**config.mk**
```make
export PLATFORM = sky130hd
export DESIGN_NAME = lpstop_ctrl
export DESIGN_NICKNAME = d
export VERILOG_FILES = /design/src/rtl/lpstop_pkg.sv /design/src/rtl/lpstop_select.sv /design/src/rtl/lpstop_seq.sv /design/src/rtl/lpstop_pwrdec.sv /design/src/rtl/lpstop_lvmon.sv /design/src/rtl/lpstop_dbgport.sv /design/src/rtl/lpstop_ctrl.sv
export SDC_FILE = /design/constraint.sdc
export NUM_CORES = 1
export LEC_CHECK = 0
export ABC_AREA = 1
export BUFFER_PORTS_ARGS = -buffer_cell sky130_fd_sc_hd__buf_2
export CORE_AREA = 2 2 43 53
export CTS_BUF_LIST = sky130_fd_sc_hd__clkbuf_4
export CTS_CLUSTER_SIZE = 40
export DETAILED_ROUTE_END_ITERATION = 8
export DIE_AREA = 0 0 45 55
export HOLD_SLACK_MARGIN = 0.03
export PLACE_DENSITY = 0.74
export SLEW_MARGIN = 20
export SYNTH_ARGS = -nofsm -noshare
export SYNTH_HDL_FRONTEND = slang
export SYNTH_HIERARCHICAL = 1
export SYNTH_SLANG_ARGS = --single-unit
```
**constraint.sdc**
```tcl
create_clock -name clk -period 1.4 [get_ports clk]
set_input_delay 0.28 -clock clk [delete_from_list [all_inputs] [get_ports clk]]
set_output_delay 0.28 -clock clk [all_outputs]
set_load 0.02 [all_outputs]
```
**src/rtl/lpstop_pkg.sv**
```systemverilog
`timescale 1ns/1ps
package lpstop_pkg;

    localparam int MODE_W = 3;

    typedef enum logic [MODE_W-1:0] {
        M_RUN   = 3'd0,
        M_STOP1 = 3'd1,
        M_STOP2 = 3'd2,
        M_STOP3 = 3'd3,
        M_WAKE  = 3'd4,
        M_ACTBG = 3'd5
    } pmode_e;

    typedef struct packed {
        logic pdc;
        logic ppdc;
        logic dbg_en;
        logic lv_en;
        logic lv_stop_en;
    } stop_cfg_t;

    typedef struct packed {
        pmode_e target;
        logic   keep_dbg;
        logic   keep_lvd;
    } stop_plan_t;

    typedef struct packed {
        logic periph_clk;
        logic dbg_clk;
        logic reg_sb;
        logic osc_sb;
        logic io_hold;
        logic rti_clk;
    } pwr_ctl_t;

    function automatic logic is_stop(pmode_e m);
        return (m == M_STOP1) || (m == M_STOP2) || (m == M_STOP3);
    endfunction

    function automatic pmode_e requested_level(logic pdc, logic ppdc);
        if (!pdc)
            return M_STOP3;
        return ppdc ? M_STOP2 : M_STOP1;
    endfunction

endpackage

```
**src/rtl/lpstop_select.sv**
```systemverilog
`timescale 1ns/1ps
module lpstop_select
    import lpstop_pkg::*;
(
    input  stop_cfg_t  cfg_i,
    output stop_plan_t plan_o
);
    logic lvd_armed;

    always_comb begin
        lvd_armed        = cfg_i.lv_en & cfg_i.lv_stop_en;
        plan_o.keep_dbg  = cfg_i.dbg_en;
        plan_o.keep_lvd  = lvd_armed;
        if (cfg_i.dbg_en || lvd_armed)
            plan_o.target = M_STOP3;
        else
            plan_o.target = requested_level(cfg_i.pdc, cfg_i.ppdc);
    end
endmodule

```
**src/rtl/lpstop_seq.sv**
```systemverilog
`timescale 1ns/1ps
module lpstop_seq
    import lpstop_pkg::*;
(
    input  logic       clk,
    input  logic       rst,
    input  logic       stop_i,
    input  stop_plan_t plan_i,
    input  logic       irq_i,
    input  logic       bkgnd_i,
    input  logic       dbg_en_i,
    input  logic       resume_i,
    input  logic       lv_wake_i,
    output pmode_e     state_o,
    output pmode_e     last_exit_o,
    output logic       keep_dbg_o,
    output logic       keep_lvd_o
);
    pmode_e state_q, last_q;
    logic   keep_dbg_q, keep_lvd_q, bg_pend_q;
    logic   wake_evt, bg_wake;

    always_comb begin
        bg_wake  = bkgnd_i & keep_dbg_q;
        wake_evt = irq_i | lv_wake_i | bg_wake;
    end

    always_ff @(posedge clk) begin
        if (rst) begin
            state_q    <= M_RUN;
            last_q     <= M_RUN;
            keep_dbg_q <= 1'b0;
            keep_lvd_q <= 1'b0;
            bg_pend_q  <= 1'b0;
        end else begin
            unique case (state_q)
                M_RUN: begin
                    if (stop_i) begin
                        state_q    <= plan_i.target;
                        keep_dbg_q <= plan_i.keep_dbg;
                        keep_lvd_q <= plan_i.keep_lvd;
                    end else if (bkgnd_i && dbg_en_i) begin
                        state_q <= M_ACTBG;
                    end
                end
                M_STOP1, M_STOP2, M_STOP3: begin
                    if (wake_evt) begin
                        state_q   <= M_WAKE;
                        last_q    <= state_q;
                        bg_pend_q <= bg_wake;
                    end
                end
                M_WAKE: begin
                    state_q    <= bg_pend_q ? M_ACTBG : M_RUN;
                    bg_pend_q  <= 1'b0;
                    keep_dbg_q <= 1'b0;
                    keep_lvd_q <= 1'b0;
                end
                M_ACTBG: begin
                    if (resume_i)
                        state_q <= M_RUN;
                end
                default: state_q <= M_RUN;
            endcase
        end
    end

    assign state_o     = state_q;
    assign last_exit_o = last_q;
    assign keep_dbg_o  = keep_dbg_q;
    assign keep_lvd_o  = keep_lvd_q;

    // a strobe in run always lands in a stop level
    a_r1_enter_stop: assert property (@(posedge clk) disable iff (rst)
        (state_q == M_RUN && stop_i) |=> is_stop(state_q));

    // debug enabled at entry forces the shallowest level
    a_r2_dbg_demote: assert property (@(posedge clk) disable iff (rst)
        (state_q == M_RUN && stop_i && dbg_en_i) |=> (state_q == M_STOP3));

    // the wake cycle lasts exactly one cycle
    a_r7_wake_exit: assert property (@(posedge clk) disable iff (rst)
        (state_q == M_WAKE) |=> (state_q == M_RUN || state_q == M_ACTBG));
endmodule

```
**src/rtl/lpstop_pwrdec.sv**
```systemverilog
`timescale 1ns/1ps
module lpstop_pwrdec
    import lpstop_pkg::*;
(
    input  pmode_e   state_i,
    input  logic     keep_dbg_i,
    input  logic     keep_lvd_i,
    input  logic     dbg_en_i,
    input  logic     rti_keep_i,
    output pwr_ctl_t ctl_o
);
    logic stopped;

    always_comb begin
        stopped          = is_stop(state_i);
        ctl_o.periph_clk = !stopped;
        ctl_o.io_hold    = stopped;
        ctl_o.dbg_clk    = stopped ? keep_dbg_i : dbg_en_i;
        ctl_o.reg_sb     = stopped & !keep_dbg_i & !keep_lvd_i;
        ctl_o.osc_sb     = stopped & !keep_dbg_i;
        ctl_o.rti_clk    = !stopped | ((state_i == M_STOP3) & rti_keep_i);
    end
endmodule

```
**src/rtl/lpstop_lvmon.sv**
```systemverilog
`timescale 1ns/1ps
module lpstop_lvmon (
    input  logic clk,
    input  logic rst,
    input  logic trip_i,
    input  logic lv_en_i,
    input  logic rst_sel_i,
    input  logic stopped_i,
    input  logic keep_lvd_i,
    output logic evt_o,
    output logic irq_o,
    output logic reset_o
);
    always_comb
        evt_o = trip_i & (stopped_i ? keep_lvd_i : lv_en_i);

    always_ff @(posedge clk) begin
        if (rst) begin
            irq_o   <= 1'b0;
            reset_o <= 1'b0;
        end else begin
            irq_o   <= evt_o & !rst_sel_i;
            reset_o <= evt_o & rst_sel_i;
        end
    end
endmodule

```
**src/rtl/lpstop_dbgport.sv**
```systemverilog
`timescale 1ns/1ps
module lpstop_dbgport (
    input  logic clk,
    input  logic rst,
    input  logic req_i,
    input  logic stopped_i,
    input  logic wait_i,
    output logic grant_o,
    output logic done_o,
    output logic err_o
);
    logic blocked;

    always_comb begin
        blocked = stopped_i | wait_i;
        grant_o = req_i & !blocked;
    end

    always_ff @(posedge clk) begin
        if (rst) begin
            done_o <= 1'b0;
            err_o  <= 1'b0;
        end else begin
            done_o <= req_i;
            err_o  <= req_i & blocked;
        end
    end
endmodule

```
**src/rtl/lpstop_ctrl.sv**
```systemverilog
`timescale 1ns/1ps
module lpstop_ctrl
    import lpstop_pkg::*;
(
    input  logic              clk,
    input  logic              rst,
    input  logic              stop_req,
    input  logic              pd_sel,
    input  logic              pd_partial,
    input  logic              dbg_enable,
    input  logic              lv_enable,
    input  logic              lv_stop_enable,
    input  logic              lv_reset_sel,
    input  logic              lv_trip,
    input  logic              wake_irq,
    input  logic              dbg_bkgnd,
    input  logic              dbg_resume,
    input  logic              dbg_mem_req,
    input  logic              wait_active,
    input  logic              rti_keep,
    output logic              periph_clk_en,
    output logic              dbg_clk_en,
    output logic              reg_standby,
    output logic              osc_standby,
    output logic              io_hold,
    output logic              rti_clk_en,
    output logic [MODE_W-1:0] mode,
    output logic [MODE_W-1:0] last_exit,
    output logic              bg_active,
    output logic              dbg_mem_grant,
    output logic              dbg_mem_done,
    output logic              dbg_mem_err,
    output logic              lv_irq,
    output logic              lv_reset
);
    stop_cfg_t  cfg;
    stop_plan_t plan;
    pmode_e     state, last_mode;
    logic       keep_dbg, keep_lvd, stopped, lv_evt;
    pwr_ctl_t   ctl;

    assign cfg = '{pdc: pd_sel, ppdc: pd_partial, dbg_en: dbg_enable,
                   lv_en: lv_enable, lv_stop_en: lv_stop_enable};

    lpstop_select u_select (.cfg_i(cfg), .plan_o(plan));

    lpstop_seq u_seq (
        .clk(clk), .rst(rst), .stop_i(stop_req), .plan_i(plan),
        .irq_i(wake_irq), .bkgnd_i(dbg_bkgnd), .dbg_en_i(dbg_enable),
        .resume_i(dbg_resume), .lv_wake_i(lv_evt),
        .state_o(state), .last_exit_o(last_mode),
        .keep_dbg_o(keep_dbg), .keep_lvd_o(keep_lvd)
    );

    assign stopped = is_stop(state);

    lpstop_pwrdec u_pwrdec (
        .state_i(state), .keep_dbg_i(keep_dbg), .keep_lvd_i(keep_lvd),
        .dbg_en_i(dbg_enable), .rti_keep_i(rti_keep), .ctl_o(ctl)
    );

    lpstop_lvmon u_lvmon (
        .clk(clk), .rst(rst), .trip_i(lv_trip), .lv_en_i(lv_enable),
        .rst_sel_i(lv_reset_sel), .stopped_i(stopped), .keep_lvd_i(keep_lvd),
        .evt_o(lv_evt), .irq_o(lv_irq), .reset_o(lv_reset)
    );

    lpstop_dbgport u_dbgport (
        .clk(clk), .rst(rst), .req_i(dbg_mem_req), .stopped_i(stopped),
        .wait_i(wait_active), .grant_o(dbg_mem_grant),
        .done_o(dbg_mem_done), .err_o(dbg_mem_err)
    );

    assign periph_clk_en = ctl.periph_clk;
    assign dbg_clk_en    = ctl.dbg_clk;
    assign reg_standby   = ctl.reg_sb;
    assign osc_standby   = ctl.osc_sb;
    assign io_hold       = ctl.io_hold;
    assign rti_clk_en    = ctl.rti_clk;
    assign mode          = state;
    assign last_exit     = last_mode;
    assign bg_active     = (state == M_ACTBG);

    // no stop level leaves peripheral clocks on or pins free
    a_r5_stop_gating: assert property (@(posedge clk) disable iff (rst)
        is_stop(pmode_e'(mode)) |-> (!periph_clk_en && io_hold));

    // a refused memory access is never granted
    a_r9_no_access: assert property (@(posedge clk) disable iff (rst)
        (dbg_mem_req && (stopped || wait_active)) |-> !dbg_mem_grant);

    // a low-voltage trip during stop without armed monitoring leaves the state alone
    a_r10_unarmed_hold: assert property (@(posedge clk) disable iff (rst)
        (stopped && !keep_lvd && !wake_irq && !(dbg_bkgnd && keep_dbg)) |=> $stable(mode));
endmodule

```
Word-level counts from Yosys, hierarchy flattened
Cells that the tools add are included. W data, S select, Z words.

Bits in registers: 13. Bits in latches: 0. Memory bits (writable): 0. Memory bits (read-only): 0. Input bits: 16. Output and inout port bits: 18. Logic and storage cells: 69. Memories: 0.

Add/subtract/negate cells: 0. $mul: 0. Divide/modulo/power cells: 0. $lt $le $gt $ge: 0. Equality and inequality tests: 9. Shift-type cells: 0. Muxes and demuxes: 20. Bitwise operators: 14. Reductions and logical operators: 17.

Operators by type and width (number): $mux W3 (8); $pmux W3 S4 (1); $and A1 B1 Y1 (10); $mux W1 (7); $eq A3 B2 Y1 const B (2); $eq A3 B3 Y1 const B (2); $pmux W1 S2 (3); $reduce_and A2 Y1 (3); $logic_not A1 Y1 (5); $ne A2 B2 Y1 const B (2); $or A1 B1 Y1 (4); $reduce_bool A2 Y1 (2); $eq A3 B1 Y1 const B (1); $logic_not A3 Y1 (1); $logic_or A1 B1 Y1 (3); $ne A3 B2 Y1 const B (1); $reduce_and A3 Y1 (1); $reduce_or A3 Y1 (1); $mux W2 (1); $ne A2 B1 Y1 const B (1); $logic_and A1 B1 Y1 (1).

Longest topological paths before layout
Gate-level depths: netlist of run 1.

Depth after elaboration: 9. Depth in mapped cells: 14. Depth with buffers taken out: 14.

Hierarchy
The synthesis of run 1 kept the hierarchy.

By module, submodules not included: lpstop_seq (instances 1, cells each 75, area each 473.0 um^2, seq. area each 180.2 um^2); lpstop_lvmon (instances 1, cells each 14, area each 88.8 um^2, seq. area each 40.0 um^2); lpstop_pwrdec (instances 1, cells each 16, area each 80.1 um^2, seq. area each 0.0 um^2); lpstop_dbgport (instances 1, cells each 12, area each 77.6 um^2, seq. area each 40.0 um^2); lpstop_select (instances 1, cells each 11, area each 58.8 um^2, seq. area each 0.0 um^2); lpstop_ctrl (instances 1, cells each 4, area each 15.0 um^2, seq. area each 0.0 um^2).

Least setup slack after synthesis of run 1
No wires, ideal clock.

Kind: flip-flop to flip-flop. From: register u_seq.state_q[0], in the netlist u_seq/state_o[0]. To: register u_seq.state_q[0], in the netlist u_seq/state_o[0]. Data arrival time: 1.624 ns. Data required time: 1.287 ns. Setup slack: -0.336 ns. Stages on the path, launching flop included: 14. Period minus slack after synthesis: 1.736 ns. Cell sequence: dfxtp_1 nor2_1 nor2_1 nand2_1 nand3_1 inv_1 nor2_1 nand2_1 inv_1 nand2_2 nand3_1 nand2_1 nand2_1 nor2_1.

Cells in the longest elaborated chain, start to end: 9. Elaborated cells on any way between the ends: 18. Those cells by class: eq/ne (8); mux (2); bitwise (3); reduce/logical (5).

Ends and longest elaborated chain: from (decl) (RTL line lpstop_seq.sv:19) `pmode_e state_q, last_q;`; from (signal assigned) (RTL line lpstop_seq.sv:39) `state_q <= plan_i.target;`; from (signal assigned) (RTL line lpstop_seq.sv:54) `state_q <= bg_pend_q ? M_ACTBG : M_RUN;`; $eq A3 B1 Y1 / $eq A3 B2 Y1 (equally long branches) (RTL line lpstop_pkg.sv:39) `return (m == M_STOP1) || (m == M_STOP2) || (m == M_STOP3);`; $logic_or A1 B1 Y1 (RTL line lpstop_pkg.sv:39); $logic_or A1 B1 Y1 (*) (RTL line lpstop_pkg.sv:39); named net stopped (RTL line lpstop_ctrl.sv:39) `logic keep_dbg, keep_lvd, stopped, lv_evt;`; $mux W1 (*) (RTL line lpstop_lvmon.sv:15) `evt_o = trip_i & (stopped_i ? keep_lvd_i : lv_en_i);`; $and A1 B1 Y1 (*) (RTL line lpstop_lvmon.sv:15); named net lv_evt (RTL line lpstop_ctrl.sv:39); $or A1 B1 Y1 (*) (2 in a row) (RTL line lpstop_seq.sv:25) `wake_evt = irq_i | lv_wake_i | bg_wake;`; $ne A2 B1 Y1 (no source line) (*); $reduce_and A3 Y1 (no source line) (*).

Mark *: on every way through the listed nets, which the timed path passes. The rest lies on a longest branch. A chain may end at the register's enable or synchronous reset.

Final worst setup path of run 1
From: register u_seq.state_q[1], in the netlist u_seq/state_o[1]. To: output port dbg_mem_grant.

Cells in the longest elaborated chain, start to end: 6. Elaborated cells on any way between the ends: 8. Those cells by class: eq/ne (3); bitwise (2); reduce/logical (3).

Ends and longest elaborated chain: $eq A3 B1 Y1 / $eq A3 B2 Y1 (equally long branches) (RTL line lpstop_pkg.sv:39); $logic_or A1 B1 Y1 (RTL line lpstop_pkg.sv:39); $logic_or A1 B1 Y1 (*) (RTL line lpstop_pkg.sv:39); named net stopped (RTL line lpstop_ctrl.sv:39); $or A1 B1 Y1 (*) (RTL line lpstop_dbgport.sv:15) `blocked = stopped_i | wait_i;`; $logic_not A1 Y1 (*) (RTL line lpstop_dbgport.sv:16) `grant_o = req_i & !blocked;`; $and A1 B1 Y1 (*) (RTL line lpstop_dbgport.sv:16); to (decl) (RTL line lpstop_ctrl.sv:30) `output logic dbg_mem_grant,`.

Marked as above.

==> results of run 1 <==
==> Yosys cell counts <==
library cell,count,share of area
a21oi_1,7,0.044
buf_1,1,0.0047
buf_4,4,0.038
conb_1,1,0.0047
dfxtp_1,13,0.33
inv_1,25,0.12
inv_2,2,0.0095
nand2_1,34,0.16
nand2_2,1,0.0079
nand3_1,13,0.082
nand3_2,1,0.013
nand4_1,1,0.0079
nor2_1,17,0.080
nor2_2,5,0.039
nor2_4,1,0.014
nor3_1,1,0.0063
o211ai_1,1,0.0095
o21ai_0,2,0.013
o21ai_2,1,0.011
or2_0,1,0.0079
==> worst paths after layout <==
kind | startpoint | to | slack (ns) | cells past startpoint
worst max-delay path | u_seq/state_o[1] | dbg_mem_grant | -0.12 | 7
worst max register to register | u_seq/state_o[1] | u_seq/state_o[0] | -0.10 | 15
worst min register to register | u_seq/last_exit_o[2] | u_seq/last_exit_o[2] | 0.45 | 2
worst min-delay path | dbg_mem_req | u_dbgport/done_o | 0.21 | 3
==> registers in the layout, summed over array words and instances (netlist names) <==
| name | cells |
|---|---|
| u_lvmon/irq_o | 1 |
| u_seq/keep_lvd_o | 1 |
| u_seq/bg_pend_q | 1 |
| u_lvmon/reset_o | 1 |
| u_dbgport/done_o | 1 |
| u_seq/state_o | 3 |
| u_dbgport/err_o | 1 |
| u_seq/keep_dbg_o | 1 |
| u_seq/last_exit_o | 3 |
==> per-layer routing <==
metal / GRT usage / share of wire / vias to the layer above
li1: - / - / 487
met1: 0.2205 / 0.39 / 455
met2: 0.3833 / 0.54 / 28
met3: 0.05844 / 0.047 / 5
met4: 0.1127 / 0.020 / 0
met5: 0 / 0 / -
==> worst max-delay path: cells and delay by family (launching register included) <==
kind | cells | cell delay [ns]
DFF | 1 | 0.36
buffers and inverters | 3 | 0.30
and+or+nand+nor | 4 | 0.28
==> power by group through the flow <==
stage,clock [W],combinational (W),sequential (W)
6_report,0.000272,0.00204,0.000532
5_1_grt,0.000286,0.00219,0.000539
4_1_cts,0.000269,0.00181,0.000530
3_5_place_dp,0,0.00130,0.000501
3_3_place_gp,0,0.00126,0.000496
2_1_floorplan,0,0.000762,0.000651
==> what timing repair did <==
action                                  CTS  global route
resized for setup                        36            18
cloned                                    0             0
pin swaps                                11            10
endpoints found under the setup margin    9            17
hold buffers                              0             0
setup buffers                             8             2
==> stage by stage <==
step	hold WS, ns	total power (W)	std cells
6_report	0.2103	0.002843	199
5_1_grt	0.2252	0.003018	199
4_1_cts	0.2127	0.002606	197
3_5_place_dp	0.4300	0.001798	185
3_3_place_gp	0.4262	0.001760	185
2_1_floorplan	0.3960	0.001413	132
==> cells by family after synthesis <==
group / share of synthesized area
and+or+nand+nor: 0.4196
buffers and inverters: 0.1703
other: 0.004727
AOI/OAI and AO/OA: 0.07729
DFF: 0.3281
==> area by class of cell <==
class                   count  area (µm²)  share of cell area
well taps                  20       25.02             0.01925
clock buffers               4       30.03             0.02310
multi-input cells          87       495.5              0.3811
flip-flops and latches     13       271.5              0.2089
repair buffers             48       371.6              0.2859
inverters                  27       106.4             0.08181
==> cell usage in the layout (no fill, tap or decap), drive strengths merged <==
cell     n
inv     27
o21ai    3
nand2   35
dfxtp   13
a21oi    7
nor2    23
buf     48
nor3     1
clkbuf   4
or2      1
nand3   14
conb     1
o211ai   1
nand4    1
==> flow_metrics.py, run 1 <==
metrics = {
    "critical_path": {
        "crit_chain": "nor2_4, nor2_4, buf_6, inv_2, nand2_2, nor2_1, buf_4",
        "cp_common_cell": "nor2_4",
        "cp_slowest_stage_delay_ns": 0.36,
        "end_kind": "output pin",
        "cp_max_fo": 2,
        "crit_type": "reg -> out",
        "cp.required_ns": 1.12,
        "crit_slowest_cell": "dfxtp_4",
        "cp-start-kind": "register",
        "critPathArrivalTime_ns": 1.24,
    },
    "timing": {
        "finalMaxSlewViolations": 0,
        "fmax_mhz": 658.6,
        "setup_violations": 14,
        "hold_viol": 0,
        "fin_crit_sh": 1.085,
        "grt_setup_unrepaired": "yes",
        "fin_tns_setup_ns": -0.7675,
        "fin_crit_ns": 1.518,
        "setup_slack_ns": -0.1184,
        "clock_skew_ns": 0.004143,
    },
    "global_route": {
        "grt_usage": 0.2122,
        "grt_pass1_vias": 841,
        "grt_pass1_wl_um": 3629,
        "grt_antenna_before_repair": 0,
        "grt_max_degree": 12,
        "overflow": 0,
    },
    "floorplan": {
        "die_h_um": 55,
        "placementRows": 18,
        "io_pins": 34,
        "core-area_um2": 1982,
        "dieArea_um2": 2475,
        "initial_core_util": 0.4003,
        "fp.dieW_um": 45,
    },
    "placed_design": {
        "gp_congestion": 0.8862,
        "dpl_cell_area_um2": 1006,
        "io_buffers": 33,
        "hpwlAfterDp_um": 1572,
        "dp_slack_ns": -0.04024,
    },
    "pwr": {
        "power_frac_clock": 0.096,
        "p_per_area_nw_per_um2": 2187,
        "intPower_w": 0.001521,
        "p_sw_w": 0.001322,
        "combPwrFrac": 0.718,
        "p_leak_nw": 0.6845,
        "p_sw_frac": 0.4649,
        "p_seq_frac": 0.187,
        "peakVddDrop_uv": 1038,
    },
    "route": {
        "dr.pass1.iters": 4,
        "wl_per_cell_um": 11.98,
        "routed_wl_um": 2384,
        "drt_iter0_drc": 19,
        "ant_nets": 0,
        "vias": 975,
        "vias_per_cell": 4.899,
        "drc": 0,
    },
    "clock_network": {
        "cts_buffer_depth": 2,
        "h-tree-depth": 1,
        "clk_latency_ns": 0.29,
        "clkTransAtPathRegs_ns": 0.09,
        "cts_made_buffers": 3,
        "clkSinkCount": 13,
        "cts_tree": "yes",
        "clock-root-buffer": "clkbuf_4",
    },
    "synth": {
        "ys_seq_area_frac": 0.3281,
        "ys_ff_latch": 13,
        "synthesis.area_um2": 793.3,
        "synth_nets": 148,
        "synth_cells": 132,
        "synth.distinct_cells": 20,
        "ys_warn_count": 6,
        "avgSynthCellArea_um2": 6.010,
    },
    "cells_and_area": {
        "nNetsFinal": 196,
        "drive_above_1_share": 0.4972,
        "nFillCells": 183,
        "antenna_cells": 0,
        "fin_area_um2": 1300,
        "fin_util": 0.6559,
        "syn2layout_area_growth_pct": 63.88,
    },
    "run_status": {
        "status": "finished with violations",
        "violations": "setup timing",
    },
    "flow_run": {
        "max_cap_viol_count": 0,
    },
    "worst_hold_path": {
        "hp-class": "in -> reg",
    },
}
(Power assumes the default switching activity.)
==> run 2: changes to the inputs <==
CORE_AREA = 2 2 44 54   (was 2 2 43 53)
CTS_BUF_LIST = not set   (was sky130_fd_sc_hd__clkbuf_4)
DIE_AREA = 0 0 46 56   (was 0 0 45 55)
PLACE_DENSITY = 0.71   (was 0.74)
==> flow_metrics.py, run 2 (same netlist as run 1, synthesis figures left out) <==
metrics = {
    "run_status": {
        "status": "finished with violations",
        "violations": "setup timing",
    },
    "floorplan": {
        "core-area_um2": 2027,
        "die_h_um": 56,
        "placementRows": 18,
        "io_pins": 34,
        "initial_core_util": 0.3914,
        "fp.dieW_um": 46,
        "dieArea_um2": 2576,
    },
    "global_route": {
        "overflow": 0,
        "use_met3": 0.03247,
        "busiest_layer": "met2",
        "grt_antenna_before_repair": 0,
        "grt_max_degree": 12,
        "grt_util_met1": 0.2059,
        "grt_pass1_vias": 875,
        "grt_usage": 0.1848,
        "grt_pass1_wl_um": 3498,
        "grt_use_met2": 0.3036,
    },
    "critical_path": {
        "crit_type": "reg -> out",
        "cp_max_fo": 3,
        "rrSetupSlack_ns": -0.12,
        "crit_start": "u_seq/state_o[0]",
        "timing.rr.start": "u_seq/state_o[1]",
        "cp-start-kind": "register",
        "ff2ff_path_depth": 14,
        "end_kind": "output pin",
        "cp.required_ns": 1.12,
        "critPathArrivalTime_ns": 1.25,
        "r2r-end": "u_seq/state_o[0]",
    },
    "clock_network": {
        "clkTransAtPathRegs_ns": 0.09,
        "cts_tree": "yes",
        "hold_buffers": 0,
        "h-tree-depth": 1,
        "clock-root-buffer": "clkbuf_4",
        "cts_made_buffers": 3,
        "clkSinkCount": 13,
        "clk_latency_ns": 0.29,
        "cts_buffer_depth": 2,
    },
    "route": {
        "dr.pass1.iters": 4,
        "routed_wl_um": 2448,
        "drc": 0,
        "vias": 990,
        "ant_nets": 0,
        "wl_per_cell_um": 12.18,
        "vias_per_cell": 4.925,
        "drt_iter0_drc": 30,
    },
    "pwr": {
        "power_frac_clock": 0.089,
        "p_sw_w": 0.001317,
        "p_sw_frac": 0.4676,
        "intPower_w": 0.001499,
        "peakVddDrop_uv": 1075,
        "finalPower_w": 0.002816,
        "p_seq_frac": 0.189,
        "p_per_area_nw_per_um2": 2164,
        "p_leak_nw": 0.6947,
        "combPwrFrac": 0.723,
    },
    "cells_and_area": {
        "drive_above_1_share": 0.5028,
        "syn2layout_area_growth_pct": 64.04,
        "fin_util": 0.6420,
        "nNetsFinal": 198,
        "final_cell_mix": "29 x nand2_1, 25 x buf_2, 19 x inv_1",
        "antenna_cells": 0,
        "final_common_cell": "nand2_1",
    },
    "worst_hold_path": {
        "hp-class": "in -> reg",
        "hold_depth": 3,
        "hold_start": "dbg_mem_req",
        "worstHoldEndpoint": "u_dbgport/done_o",
    },
    "placed_design": {
        "hpwlAfterDp_um": 1622,
        "gp_congestion": 0.8301,
        "io_buffers": 33,
    },
    "timing": {
        "fin_crit_ns": 1.533,
        "fin_crit_sh": 1.095,
        "setup_violations": 13,
        "grt_setup_unrepaired": "yes",
        "setup_slack_ns": -0.1331,
        "holdWs_ns": 0.1979,
        "fin_tns_setup_ns": -0.8284,
        "finalMaxSlewViolations": 0,
        "fmax_mhz": 652.3,
        "hold_viol": 0,
        "clock_skew_ns": 0.006422,
    },
    "flow_run": {
        "max_cap_viol_count": 0,
    },
}
run 2: cell count changes in the layout (fill, tap and decap cells not counted), sizes merged:
| cell | change |
|---|---|
| buf | +2 |
run 2: power groups by stage:
stage / Combinational [W] / Sequential (W) / Clock (W)
CTS: 0.00148 / 0.000495 / 0.000251
detailed placement: 0.00131 / 0.000499 / 0
floorplan: 0.000762 / 0.000651 / 0
global placement: 0.00127 / 0.000496 / 0
finish: 0.00204 / 0.000531 / 0.000250
global route: 0.00218 / 0.000541 / 0.000271
run 2: worst max path at each step:
stage                  endpoint  slack (ns)
2_1_floorplan  u_seq/state_o[0]       -0.07
3_3_place_gp   u_seq/state_o[0]        0.06
3_5_place_dp   u_seq/state_o[0]       -0.06
4_1_cts           dbg_mem_grant       -0.14
5_1_grt        u_seq/state_o[0]       -0.21
6_report          dbg_mem_grant       -0.13
run 2: layer usage:
metal	up-vias	share of wire
met5	-	0
met4	0	0.024
met3	8	0.047
met2	38	0.52
met1	451	0.41
li1	493	-
run 2: stage by stage:
step | cell area [µm²] | instances | setup WS, ns
after floorplan | 812.0 | 132 | -0.07460
after global placement | 1006 | 185 | 0.06347
after detailed placement | 1006 | 185 | -0.05525
after CTS | 1096 | 191 | -0.1426
after global routing | 1301 | 201 | -0.2140
final | 1301 | 201 | -0.1331
run 2: final cells by class:
class	count	area, µm²
Tap cell	20	25.02
Sequential cell	13	271.5
Clock buffer	4	26.28
Fill cell	179	725.7
Inverter	27	103.9
Multi-Input combinational cell	87	496.7
Timing Repair Buffer	50	377.9
run 2: critical path, stage by stage (launching register included):
cell     delay (ns)
dfxtp_4        0.36
nor2_4         0.12
nor2_4         0.06
buf_6          0.11
inv_2          0.03
nand2_1        0.04
nor2_1         0.10
buf_4          0.15
run 2: what timing repair did:
action | CTS | global route
setup buffers | 2 | 10
endpoints found under the setup margin | 14 | 15
gates cloned | 0 | 0
pin swaps | 9 | 17
resized for setup | 17 | 39
